$ cat src/rtl/chirp_pkg.sv
package chirp_pkg;

    // Quarter-wave magnitude for table entry idx, evaluated at the centre of the
    // phase bin using a rational sine approximation; the result is rounded.
    function automatic int quarter_sine(input int idx, input int phase_bits, input int amp_w);
        longint half_span;
        longint pos;
        longint prod;
        longint amp;
        longint denom;
        half_span = longint'(1) << phase_bits;
        pos       = 2 * longint'(idx) + 1;
        prod      = pos * (half_span - pos);
        amp       = (longint'(1) << (amp_w - 1)) - 1;
        denom     = (5 * half_span * half_span) / 4 - prod;
        return int'((amp * 4 * prod + denom / 2) / denom);
    endfunction

endpackage

$ cat src/rtl/chirp_quarter_rom.sv
module chirp_quarter_rom #(
    parameter int IDX_W = 8,
    parameter int AMP_W = 16
) (
    input  logic [IDX_W-1:0] addr_a,
    input  logic [IDX_W-1:0] addr_b,
    output logic [AMP_W-2:0] mag_a,
    output logic [AMP_W-2:0] mag_b
);
    localparam int DEPTH      = 2 ** IDX_W;
    localparam int PHASE_BITS = IDX_W + 2;

    logic [AMP_W-2:0] table_q [DEPTH];

    for (genvar gi = 0; gi < DEPTH; gi++) begin : g_entry
        assign table_q[gi] = (AMP_W-1)'(chirp_pkg::quarter_sine(gi, PHASE_BITS, AMP_W));
    end

    assign mag_a = table_q[addr_a];
    assign mag_b = table_q[addr_b];
endmodule

$ cat src/rtl/chirp_iq_map.sv
module chirp_iq_map #(
    parameter int PHASE_BITS = 10,
    parameter int AMP_W      = 16
) (
    input  logic [PHASE_BITS-1:0]   phase_i,
    output logic signed [AMP_W-1:0] sin_o,
    output logic signed [AMP_W-1:0] cos_o
);
    localparam int IDX_W = PHASE_BITS - 2;
    localparam longint FULL = (longint'(1) << (AMP_W - 1)) - 1;

    logic [1:0]       quad;
    logic [IDX_W-1:0] idx_fwd;
    logic [IDX_W-1:0] idx_rev;
    logic [IDX_W-1:0] addr_sin;
    logic [IDX_W-1:0] addr_cos;
    logic [AMP_W-2:0] mag_sin;
    logic [AMP_W-2:0] mag_cos;
    logic             neg_sin;
    logic             neg_cos;

    assign quad    = phase_i[PHASE_BITS-1 -: 2];
    assign idx_fwd = phase_i[IDX_W-1:0];
    assign idx_rev = ~idx_fwd;

    // odd quadrants run the table backwards; cosine is sine a quarter ahead
    assign addr_sin = quad[0] ? idx_rev : idx_fwd;
    assign addr_cos = quad[0] ? idx_fwd : idx_rev;
    assign neg_sin  = quad[1];
    assign neg_cos  = quad[1] ^ quad[0];

    chirp_quarter_rom #(.IDX_W(IDX_W), .AMP_W(AMP_W)) u_rom (
        .addr_a (addr_sin),
        .addr_b (addr_cos),
        .mag_a  (mag_sin),
        .mag_b  (mag_cos)
    );

    always_comb begin
        sin_o = neg_sin ? -$signed({1'b0, mag_sin}) : $signed({1'b0, mag_sin});
        cos_o = neg_cos ? -$signed({1'b0, mag_cos}) : $signed({1'b0, mag_cos});
    end

    // quadrature pair stays near the unit circle (within about 1 percent in power)
    always_comb begin
        longint sumsq;
        sumsq = longint'(sin_o) * longint'(sin_o) + longint'(cos_o) * longint'(cos_o);
        assert_unit_circle_R7: assert (sumsq * 100 >= FULL * FULL * 99 && sumsq * 100 <= FULL * FULL * 101)
            else $error("quadrature magnitude out of range");
    end
endmodule

$ cat src/rtl/chirp_sweep.sv
module chirp_sweep #(
    parameter int ACC_W      = 32,
    parameter int LEN_W      = 16,
    parameter int PHASE_BITS = 10
) (
    input  logic                  clk,
    input  logic                  rst_n,
    input  logic                  trig_i,
    input  logic [ACC_W-1:0]      start_word_i,
    input  logic [ACC_W-1:0]      sweep_rate_i,
    input  logic [LEN_W-1:0]      pulse_len_i,
    input  logic                  sweep_down_i,
    output logic                  active_o,
    output logic [PHASE_BITS-1:0] phase_top_o
);
    typedef struct packed {
        logic [ACC_W-1:0] freq;
        logic [ACC_W-1:0] phase;
        logic [ACC_W-1:0] rate;
        logic             down;
        logic [LEN_W-1:0] remaining;
        logic             active;
    } sweep_t;

    sweep_t s_d, s_q;

    always_comb begin
        s_d = s_q;
        if (s_q.active) begin
            s_d.phase     = s_q.phase + s_q.freq;
            s_d.freq      = s_q.down ? (s_q.freq - s_q.rate) : (s_q.freq + s_q.rate);
            s_d.remaining = s_q.remaining - 1'b1;
            if (s_q.remaining == LEN_W'(1)) begin
                s_d.active = 1'b0;
            end
        end else if (trig_i && pulse_len_i != '0) begin
            s_d.freq      = start_word_i;
            s_d.phase     = '0;
            s_d.rate      = sweep_rate_i;
            s_d.down      = sweep_down_i;
            s_d.remaining = pulse_len_i;
            s_d.active    = 1'b1;
        end
    end

    always_ff @(posedge clk) begin
        if (!rst_n) begin
            s_q <= '0;
        end else begin
            s_q <= s_d;
        end
    end

    assign active_o    = s_q.active;
    assign phase_top_o = s_q.phase[ACC_W-1 -: PHASE_BITS];

    assert_len_zero_idle_R3: assert property (@(posedge clk) disable iff (!rst_n)
        (!s_q.active && trig_i && pulse_len_i == '0) |=> !s_q.active);

    assert_busy_trig_ignored_R4: assert property (@(posedge clk) disable iff (!rst_n)
        (s_q.active && trig_i) |=> ($stable(s_q.rate) && $stable(s_q.down)));

    assert_load_on_start_R5: assert property (@(posedge clk) disable iff (!rst_n)
        $rose(s_q.active) |-> (s_q.phase == '0 && s_q.freq == $past(start_word_i)));

    assert_end_on_count_R2: assert property (@(posedge clk) disable iff (!rst_n)
        $fell(s_q.active) |-> $past(s_q.remaining) == LEN_W'(1));
endmodule

$ cat src/rtl/chirp_gen.sv
module chirp_gen #(
    parameter int ACC_W      = 32,
    parameter int LEN_W      = 16,
    parameter int PHASE_BITS = 10,
    parameter int AMP_W      = 16
) (
    input  logic             clk,
    input  logic             rst_n,
    input  logic             trig_i,
    input  logic [ACC_W-1:0] start_word_i,
    input  logic [ACC_W-1:0] sweep_rate_i,
    input  logic [LEN_W-1:0] pulse_len_i,
    input  logic             sweep_down_i,
    output logic [AMP_W-1:0] sin_o,
    output logic [AMP_W-1:0] cos_o,
    output logic             sample_valid_o,
    output logic             pulse_active_o
);
    typedef struct packed {
        logic             valid;
        logic [AMP_W-1:0] sin;
        logic [AMP_W-1:0] cos;
    } out_t;

    logic                    running;
    logic [PHASE_BITS-1:0]   phase_top;
    logic signed [AMP_W-1:0] sin_raw;
    logic signed [AMP_W-1:0] cos_raw;
    out_t                    o_d, o_q;

    chirp_sweep #(.ACC_W(ACC_W), .LEN_W(LEN_W), .PHASE_BITS(PHASE_BITS)) u_sweep (
        .clk          (clk),
        .rst_n        (rst_n),
        .trig_i       (trig_i),
        .start_word_i (start_word_i),
        .sweep_rate_i (sweep_rate_i),
        .pulse_len_i  (pulse_len_i),
        .sweep_down_i (sweep_down_i),
        .active_o     (running),
        .phase_top_o  (phase_top)
    );

    chirp_iq_map #(.PHASE_BITS(PHASE_BITS), .AMP_W(AMP_W)) u_map (
        .phase_i (phase_top),
        .sin_o   (sin_raw),
        .cos_o   (cos_raw)
    );

    always_comb begin
        o_d       = '0;
        o_d.valid = running;
        if (running) begin
            o_d.sin = sin_raw;
            o_d.cos = cos_raw;
        end
    end

    always_ff @(posedge clk) begin
        if (!rst_n) begin
            o_q <= '0;
        end else begin
            o_q <= o_d;
        end
    end

    assign sin_o          = o_q.sin;
    assign cos_o          = o_q.cos;
    assign sample_valid_o = o_q.valid;
    assign pulse_active_o = running;

    assert_idle_outputs_zero_R8: assert property (@(posedge clk) disable iff (!rst_n)
        !sample_valid_o |-> (sin_o == '0 && cos_o == '0));

    assert_valid_lags_active_R2: assert property (@(posedge clk) disable iff (!rst_n)
        sample_valid_o == $past(pulse_active_o));
endmodule

$ cat config.mk
export PLATFORM = sky130hd
export DESIGN_NAME = chirp_gen
export DESIGN_NICKNAME = d
export VERILOG_FILES = /design/src/rtl/chirp_pkg.sv /design/src/rtl/chirp_quarter_rom.sv /design/src/rtl/chirp_iq_map.sv /design/src/rtl/chirp_sweep.sv /design/src/rtl/chirp_gen.sv
export SDC_FILE = /design/constraint.sdc
export NUM_CORES = 1
export LEC_CHECK = 0
export BUFFER_PORTS_ARGS = -buffer_cell sky130_fd_sc_hd__buf_2
export CAP_MARGIN = 20
export CORE_ASPECT_RATIO = 0.75
export CORE_MARGIN = 4
export CORE_UTILIZATION = 43
export CTS_CLUSTER_DIAMETER = 200
export CTS_CLUSTER_SIZE = 28
export DETAILED_ROUTE_END_ITERATION = 8
export REMOVE_ABC_BUFFERS = 1
export SLEW_MARGIN = 0
export SYNTH_ARGS = -nofsm -noshare
export SYNTH_HDL_FRONTEND = slang
export SYNTH_HIERARCHICAL = 1
export SYNTH_SLANG_ARGS = --single-unit
export TNS_END_PERCENT = 10
$ cat constraint.sdc
create_clock -name clk -period 6.9 [get_ports clk]
set_input_delay 0.69 -clock clk [delete_from_list [all_inputs] [get_ports clk]]
set_output_delay 0.69 -clock clk [all_outputs]
set_load 0.1 [all_outputs]
; Word level (Yosys, flattened, before mapping)
; Memory sizes are Yosys's and may differ from the RTL's.
; Index checks and enable logic that the tools add are counted.
[word_totals]
ff_bits = 147
memories = 2
rom_bits = 7680
out_inout_bits = 34
in_bits = 84
[mem_list]
columns = name, depth, word_bits, read_ports, rd_clocked_by_memory_dff, wr, line_no
row1 = (name not given), 256, 15, 1, 0, 0, chirp_quarter_rom.sv:20  ; assign mag_b = table_q[addr_b];
row2 = (name not given), 256, 15, 1, 0, 0, chirp_quarter_rom.sv:19  ; assign mag_a = table_q[addr_a];
[op_classes]
reduce_logical = 7
add_sub_neg = 6
magnitude_cmp = 2
eq_ne = 1
n_mux = 13
n_bitwise = 5
[ops]
columns = op, count
row1 = 114-bit 2-to-1 mux, 1
row2 = 15-bit 2-to-1 mux, 6
row3 = 32-bit adder, 2
row4 = 64-bit 2-to-1 mux, 1
row5 = 32-bit 2-to-1 mux, 1
row6 = 15-bit negator with 16-bit output, 2
row7 = 32-bit subtractor, 1
row8 = "9-bit greater-or-equal comparator, second input constant", 2
row9 = 8-bit inverter with 9-bit output, 2
row10 = 17-bit 2-to-1 mux, 1
row11 = "16-bit by 1-bit == test with 1-bit output, second input constant", 1
row12 = 8-bit 2-to-1 mux, 2
row13 = 16-bit nonzero test, 1
row14 = "16-bit by 1-bit subtractor with 16-bit output, second input constant", 1
row15 = 8-bit inverter, 1
row16 = 3-bit AND reduction, 2
row17 = 2-bit AND reduction, 2
row18 = 2-bit nonzero test, 1
row19 = 1-bit logical AND, 1
row20 = 1-bit 2-to-1 mux, 1
row21 = 1-bit inverter, 1
row22 = 1-bit XOR, 1

; Logic depth before layout (Yosys ltp)
[logic_depth]
ltp_word = 8
mapped_depth = 21
depth_no_buf = 19

; By module
; The synthesis kept the hierarchy.
[by_module_without_submodules]
columns = mod, area_per_inst_um2, cells_per_inst, n_inst
row1 = chirp_sweep, 8280.4, 1075, 1
row2 = chirp_quarter_rom, 8066.5, 1323, 1
row3 = chirp_gen, 925.9, 72, 1
row4 = chirp_iq_map, 768.2, 112, 1

; Worst setup path before layout
; OpenSTA, ideal clock, no wires.
[synth_timing]
path_type = register -> register
startpoint = register u_sweep.s_q, in the netlist u_sweep/phase_top_o[8]
endpoint = register o_q, in the netlist cos_o[13]
slack_ps = 2013
path_stages_with_launch = 18
t_arrival_ps = 4771
path_buffers = 4
path_cell_list = dfxtp_1 buf_4 buf_2 xor2_1 inv_1 buf_2 inv_1 ha_1 or2_0 buf_2 a311oi_1 a211o_1 nand4_1 a32o_1 nor3_1 a41oi_1 xor2_1 and3_2
[synth_between]
elab_chain_len = 7
elab_cells_between_ends = 8
classes_between = add/sub (1) / mux (4) / bitwise (2) / memory (1)
[synth_lines]
columns = item, line_no
row1 = from (decl), chirp_sweep.sv:25  ; sweep_t s_d, s_q;
row2 = from (signal assigned), chirp_sweep.sv:48  ; s_q <= '0;
row3 = from (signal assigned), chirp_sweep.sv:50  ; s_q <= s_d;
row4 = 8-bit 2-to-1 mux, chirp_iq_map.sv:28  ; assign addr_cos = quad[0] ? idx_fwd : idx_rev;
row5 = via u_map.addr_cos[1], chirp_iq_map.sv:16  ; logic [IDX_W-1:0] addr_cos;
row6 = 8-bit inverter with 9-bit output (not written as such), chirp_quarter_rom.sv:20
row7 = memory 256 x 15 bit, -
row8 = 15-bit 2-to-1 mux (not written as such) (2 in series), chirp_quarter_rom.sv:20
row9 = via u_map.mag_cos[6], chirp_iq_map.sv:18  ; logic [AMP_W-2:0] mag_cos;
row10 = 15-bit negator with 16-bit output, chirp_iq_map.sv:41  ; cos_o = neg_cos ? -$signed({1'b0, mag_cos}) : $signed({1'b0, mag_cos});
row11 = 15-bit 2-to-1 mux, chirp_iq_map.sv:41
row12 = via cos_raw[13], chirp_gen.sv:28  ; logic signed [AMP_W-1:0] cos_raw;
row13 = to (signal assigned), chirp_gen.sv:60  ; o_q <= '0;
row14 = to (signal assigned), chirp_gen.sv:62  ; o_q <= o_d;
row15 = to (decl), chirp_gen.sv:29  ; out_t o_d, o_q;
; The timed path passes the listed nets, and every way through them passes these cells. The select of a mux whose other input is x is not followed.
; A chain may end at the register's enable or synchronous reset.

; Worst setup path in the final report
[layout_timing]
startpoint = register u_sweep.s_q, in the netlist u_sweep/phase_top_o[8]
endpoint = register o_q, in the netlist cos_o[12]
[layout_between]
elab_chain_len = 7
elab_cells_between_ends = 8
classes_between = add/sub (1) / mux (4) / bitwise (2) / memory (1)
[layout_lines]
columns = item, line_no
row1 = 8-bit 2-to-1 mux *, chirp_iq_map.sv:28
row2 = via u_map.addr_cos[0], chirp_iq_map.sv:16
row3 = 8-bit inverter with 9-bit output (not written as such) *, chirp_quarter_rom.sv:20
row4 = memory 256 x 15 bit *, -
row5 = 15-bit 2-to-1 mux (not written as such) * (2 in series), chirp_quarter_rom.sv:20
row6 = 15-bit negator with 16-bit output, chirp_iq_map.sv:41
row7 = 15-bit 2-to-1 mux *, chirp_iq_map.sv:41
row8 = via cos_raw[12], chirp_gen.sv:28
; The timed path passes the listed nets; every way through them passes the cells marked *. The select of a mux whose other input is x is not followed.

==> impl_results.md <==
- Post-synth top area share: 0.163
- Tmin final: roughly 5.7 ns
- Req. time, crit path: 7.23 ns
- Global Route Usage Sum: 0.327
- Total Power: 6.09 mW
- WHS: about 0.46 ns
- Mapped Cells: roughly 2,600
- Post-route ant nets: 0
- RR Startpoint: u_sweep/phase_top_o[8]
- Clock power share: 0.159
- Root buf cell: clkbuf_16
- Initial Util: 0.439
- Main flop type after synthesis: dfxtp_1
- Register area share after synthesis: 0.163
- Measured slew at the worst slew-check pin: roughly 1.1 ns
- Leakage power: slightly below 8 nW
- Post-synthesis cell type count: 104
- Simple-gate area share of the yosys netlist: 0.254
- Max IR drop VDD: ~0.18 mV
- Dpl cells: between 3,000 and 4,000
- Nature of the critical path endpoint: register
- NetSw: between 3 and 4 mW
- CTS tree: built
- Initial DRC Count: ~3,200
- Routability Congestion: roughly 1
- Min-delay src: u_sweep/s_q[66]
- Clock buffer depth: 2
- Cell Pwr Density: roughly 310 mW/mm2
- Final Setup Violations: 0
- Final WS setup: 1.23 ns
- Period utilization: 0.822
- Area Growth Syn to Fin: 7.46%
- Clock sinks: 147
- Post-synthesis compound-gate area fraction: 0.340
- Post-detail-place hpwl: about 55 mm
- Core region area: about 0.04 mm2
- Inserted Clock Buffers: 17
- Area occupied by multi-input gates: ~0.014 mm2
- Synth Area in Adders: 0.0764
- Synth warn: 6
- Largest net degree at the start of global routing: 159
- Final hold violations: 0
- Max-Cap Viols: 0
- FILL cells: slightly above 4,000
- Post-synthesis mux area share: 0.0298
- Post-Layout Cell Count: roughly 3,100
- Die Y: 185 um
- Nets: around 2,700
- Worst hold path class: reg2reg
- Initial antenna violation count: 0
- Max transition margin: 0.240
- Setup crit start kind: register
- Clock latency on the worst-skew pair: 0.44 ns
- # DRC: 0
- Top cells by area, synth: dfxtp_1, ha_1, a21oi_1, nand2_1, nor2_1
- Setup Skew: about 0.0092 ns
- Post-Syn Area per Cell: around 7.0 um2
- Final WL: 77.9 mm
- Die X: 245 um
- Post-Place Worst Slack: about 1.4 ns
- Sequential standard cell area: roughly 0.0029 mm2
- Synthesized flop and latch total: around 150
- Number of H-tree levels: 4
- Cell Rows: between 60 and 70
- Routed WL per cell: roughly 25 um
- Switching Share: 0.540
- # port buffers: approximately 120
- Post-synthesis xor/xnor area fraction: 0.0577
- Layout cells sized above 1: 0.120
- Critical path type: reg2reg
- Slew Limit Fails: 0
- Vias in the first global route: approximately 19,000
- Die area: around 0.045 mm2
- Synth async-reset ratio: 0
- Pre-antenna DRT Iters: 7
- Post-Syn Area: 0.0180 mm2
- Critical Path AT: around 6 ns
- Postcts setup bufs: 0
- RSZ-0062 raised after global routing: false
- CTS resizes: 0
- Comb power frac: 0.670
- Sequential Power Share: 0.171
- ANT cells: 0
- Total gr overflow: 0
- Global-route wire length before repair: 117 mm
- Crit Path Max Fanout: 21
- Hold_buf cts: 0
- Int Power: around 2.8 mW
- Setup crit start: u_sweep/phase_top_o[8]
- Synth area leader: dfxtp_1
- Top-level port count: ~120
- Post-synth EDFFs: 0
- Status: completed
- Peak Freq: between 0.15 and 0.2 GHz
- Vias/cell: between 6 and 7
- Via count: around 21,000
- Main combinational cell family by area after synthesis: compound AO/OA/AOI/OAI gates
- Clk slew on worst S/H paths: approximately 0.070 ns
[cell usage after synthesis, types with 31 or more instances]
master,number
a311oi_1,33
nand2b_1,63
clkbuf_1,98
nor3_1,93
dfxtp_1,147
nand2_1,239
a21oi_1,267
o21ai_1,36
nand3_1,57
nor2_1,229
inv_1,65
mux2i_1,39
a31oi_1,57
o21ai_0,148
o22ai_1,31
buf_2,89
nor2b_1,35
xnor2_1,77
a211oi_1,60
ha_1,107
o211ai_1,46
xor2_1,40
a21o_1,33
[metrics by stage]
stage / area [um2] / util / setup TNS, ns
detailed placement: 18800 / 0.457 / 0
global route: 19400 / 0.472 / 0
floorplan: 16900 / - / -156.15
global placement: 18700 / 0.456 / 0
CTS: 19400 / 0.471 / 0
finish: 19400 / 0.472 / 0
[worst paths after layout]
kind | endpoint | slack [ns] | cells past startpoint
max | cos_o[12] | 1.23 | 18
min | u_sweep/s_q[66] | 0.46 | 2
max reg2reg | cos_o[12] | 1.23 | 18
min reg2reg | u_sweep/s_q[66] | 0.46 | 2
[sequential cells by signal, summed over array words and instances, names as in the netlist]
name and flops:
u_sweep/s_q 103, u_sweep/phase_top_o 10, u_sweep/active_o 1, sample_valid_o 1
cos_o 16, sin_o 16
[worst max-delay path, stage by stage (launching register included)]
cell      delay [ns]
dfxtp_1         0.82
xor2_2          0.22
buf_4           0.28
inv_1           0.10
inv_1           0.33
ha_1            0.31
buf_4           0.22
nor2_1          0.53
nor3_1          0.15
a21oi_1         0.14
o21ai_0         0.10
o31ai_1         0.29
a311oi_1        0.17
inv_1           0.13
ha_1            0.16
nor3b_1         0.89
a41oi_1         0.27
xor2_1          0.21
and3_2          0.22
[routing by layer]
metal,vias up,wire length (um),track usage
met5,-,0,0
met4,0,3760,0.142
met3,264,7980,0.0698
met2,1304,31600,0.469
met1,9873,34500,0.471
li1,9496,-,-
[layout make-up]
class | count | area share
clock buffer | 20 | 0.0236
clock inverter | 12 | 0.00749
inverter | 70 | 0.0138
multi-input combinational | 2131 | 0.713
sequential | 147 | 0.152
tap | 561 | 0.0362
timing repair buffer | 173 | 0.0542
[logic make-up (layout without fill, tap and decap cells)]
kind of cell / after synthesis / in the layout
AOI/OAI and AO/OA: 936 / 936
DFF: 147 / 147
and+or+nand+nor: 918 / 918
buffers and inverters: 304 / 275
xor gates and xnor gates: 118 / 118
adders and majority gates: 109 / 109
muxes: 50 / 50
[power groups by stage]
stage               registers, mW  logic, mW  clock network, mW
finish                       1.04       4.08              0.972
global route                 1.05       4.33               1.03
CTS                          1.04       3.92              0.990
detailed placement           1.06       3.90                  0
global placement             1.06       3.96                  0
floorplan                    1.23       2.53                  0
[cells in the final DEF, fill, tap and decap left out, drive strengths merged, types with 17 or more instances in the layout]
cell / count
nor2: 231
mux2i: 39
xor2: 40
nor3b: 27
nor4: 17
inv: 74
a21oi: 267
o31ai: 27
a311oi: 33
a31oi: 57
nor2b: 37
o311ai: 24
dfxtp: 147
and2: 19
nand3: 57
or2: 23
o21ai: 184
and3: 46
nand2: 244
clkbuf: 20
nand2b: 67
nor3: 94
ha: 107
o221ai: 20
a211oi: 60
buf: 173
a221oi: 21
o211ai: 46
a21o: 33
xnor2: 78
o22ai: 31
Power figures use the tool's default switching activity.
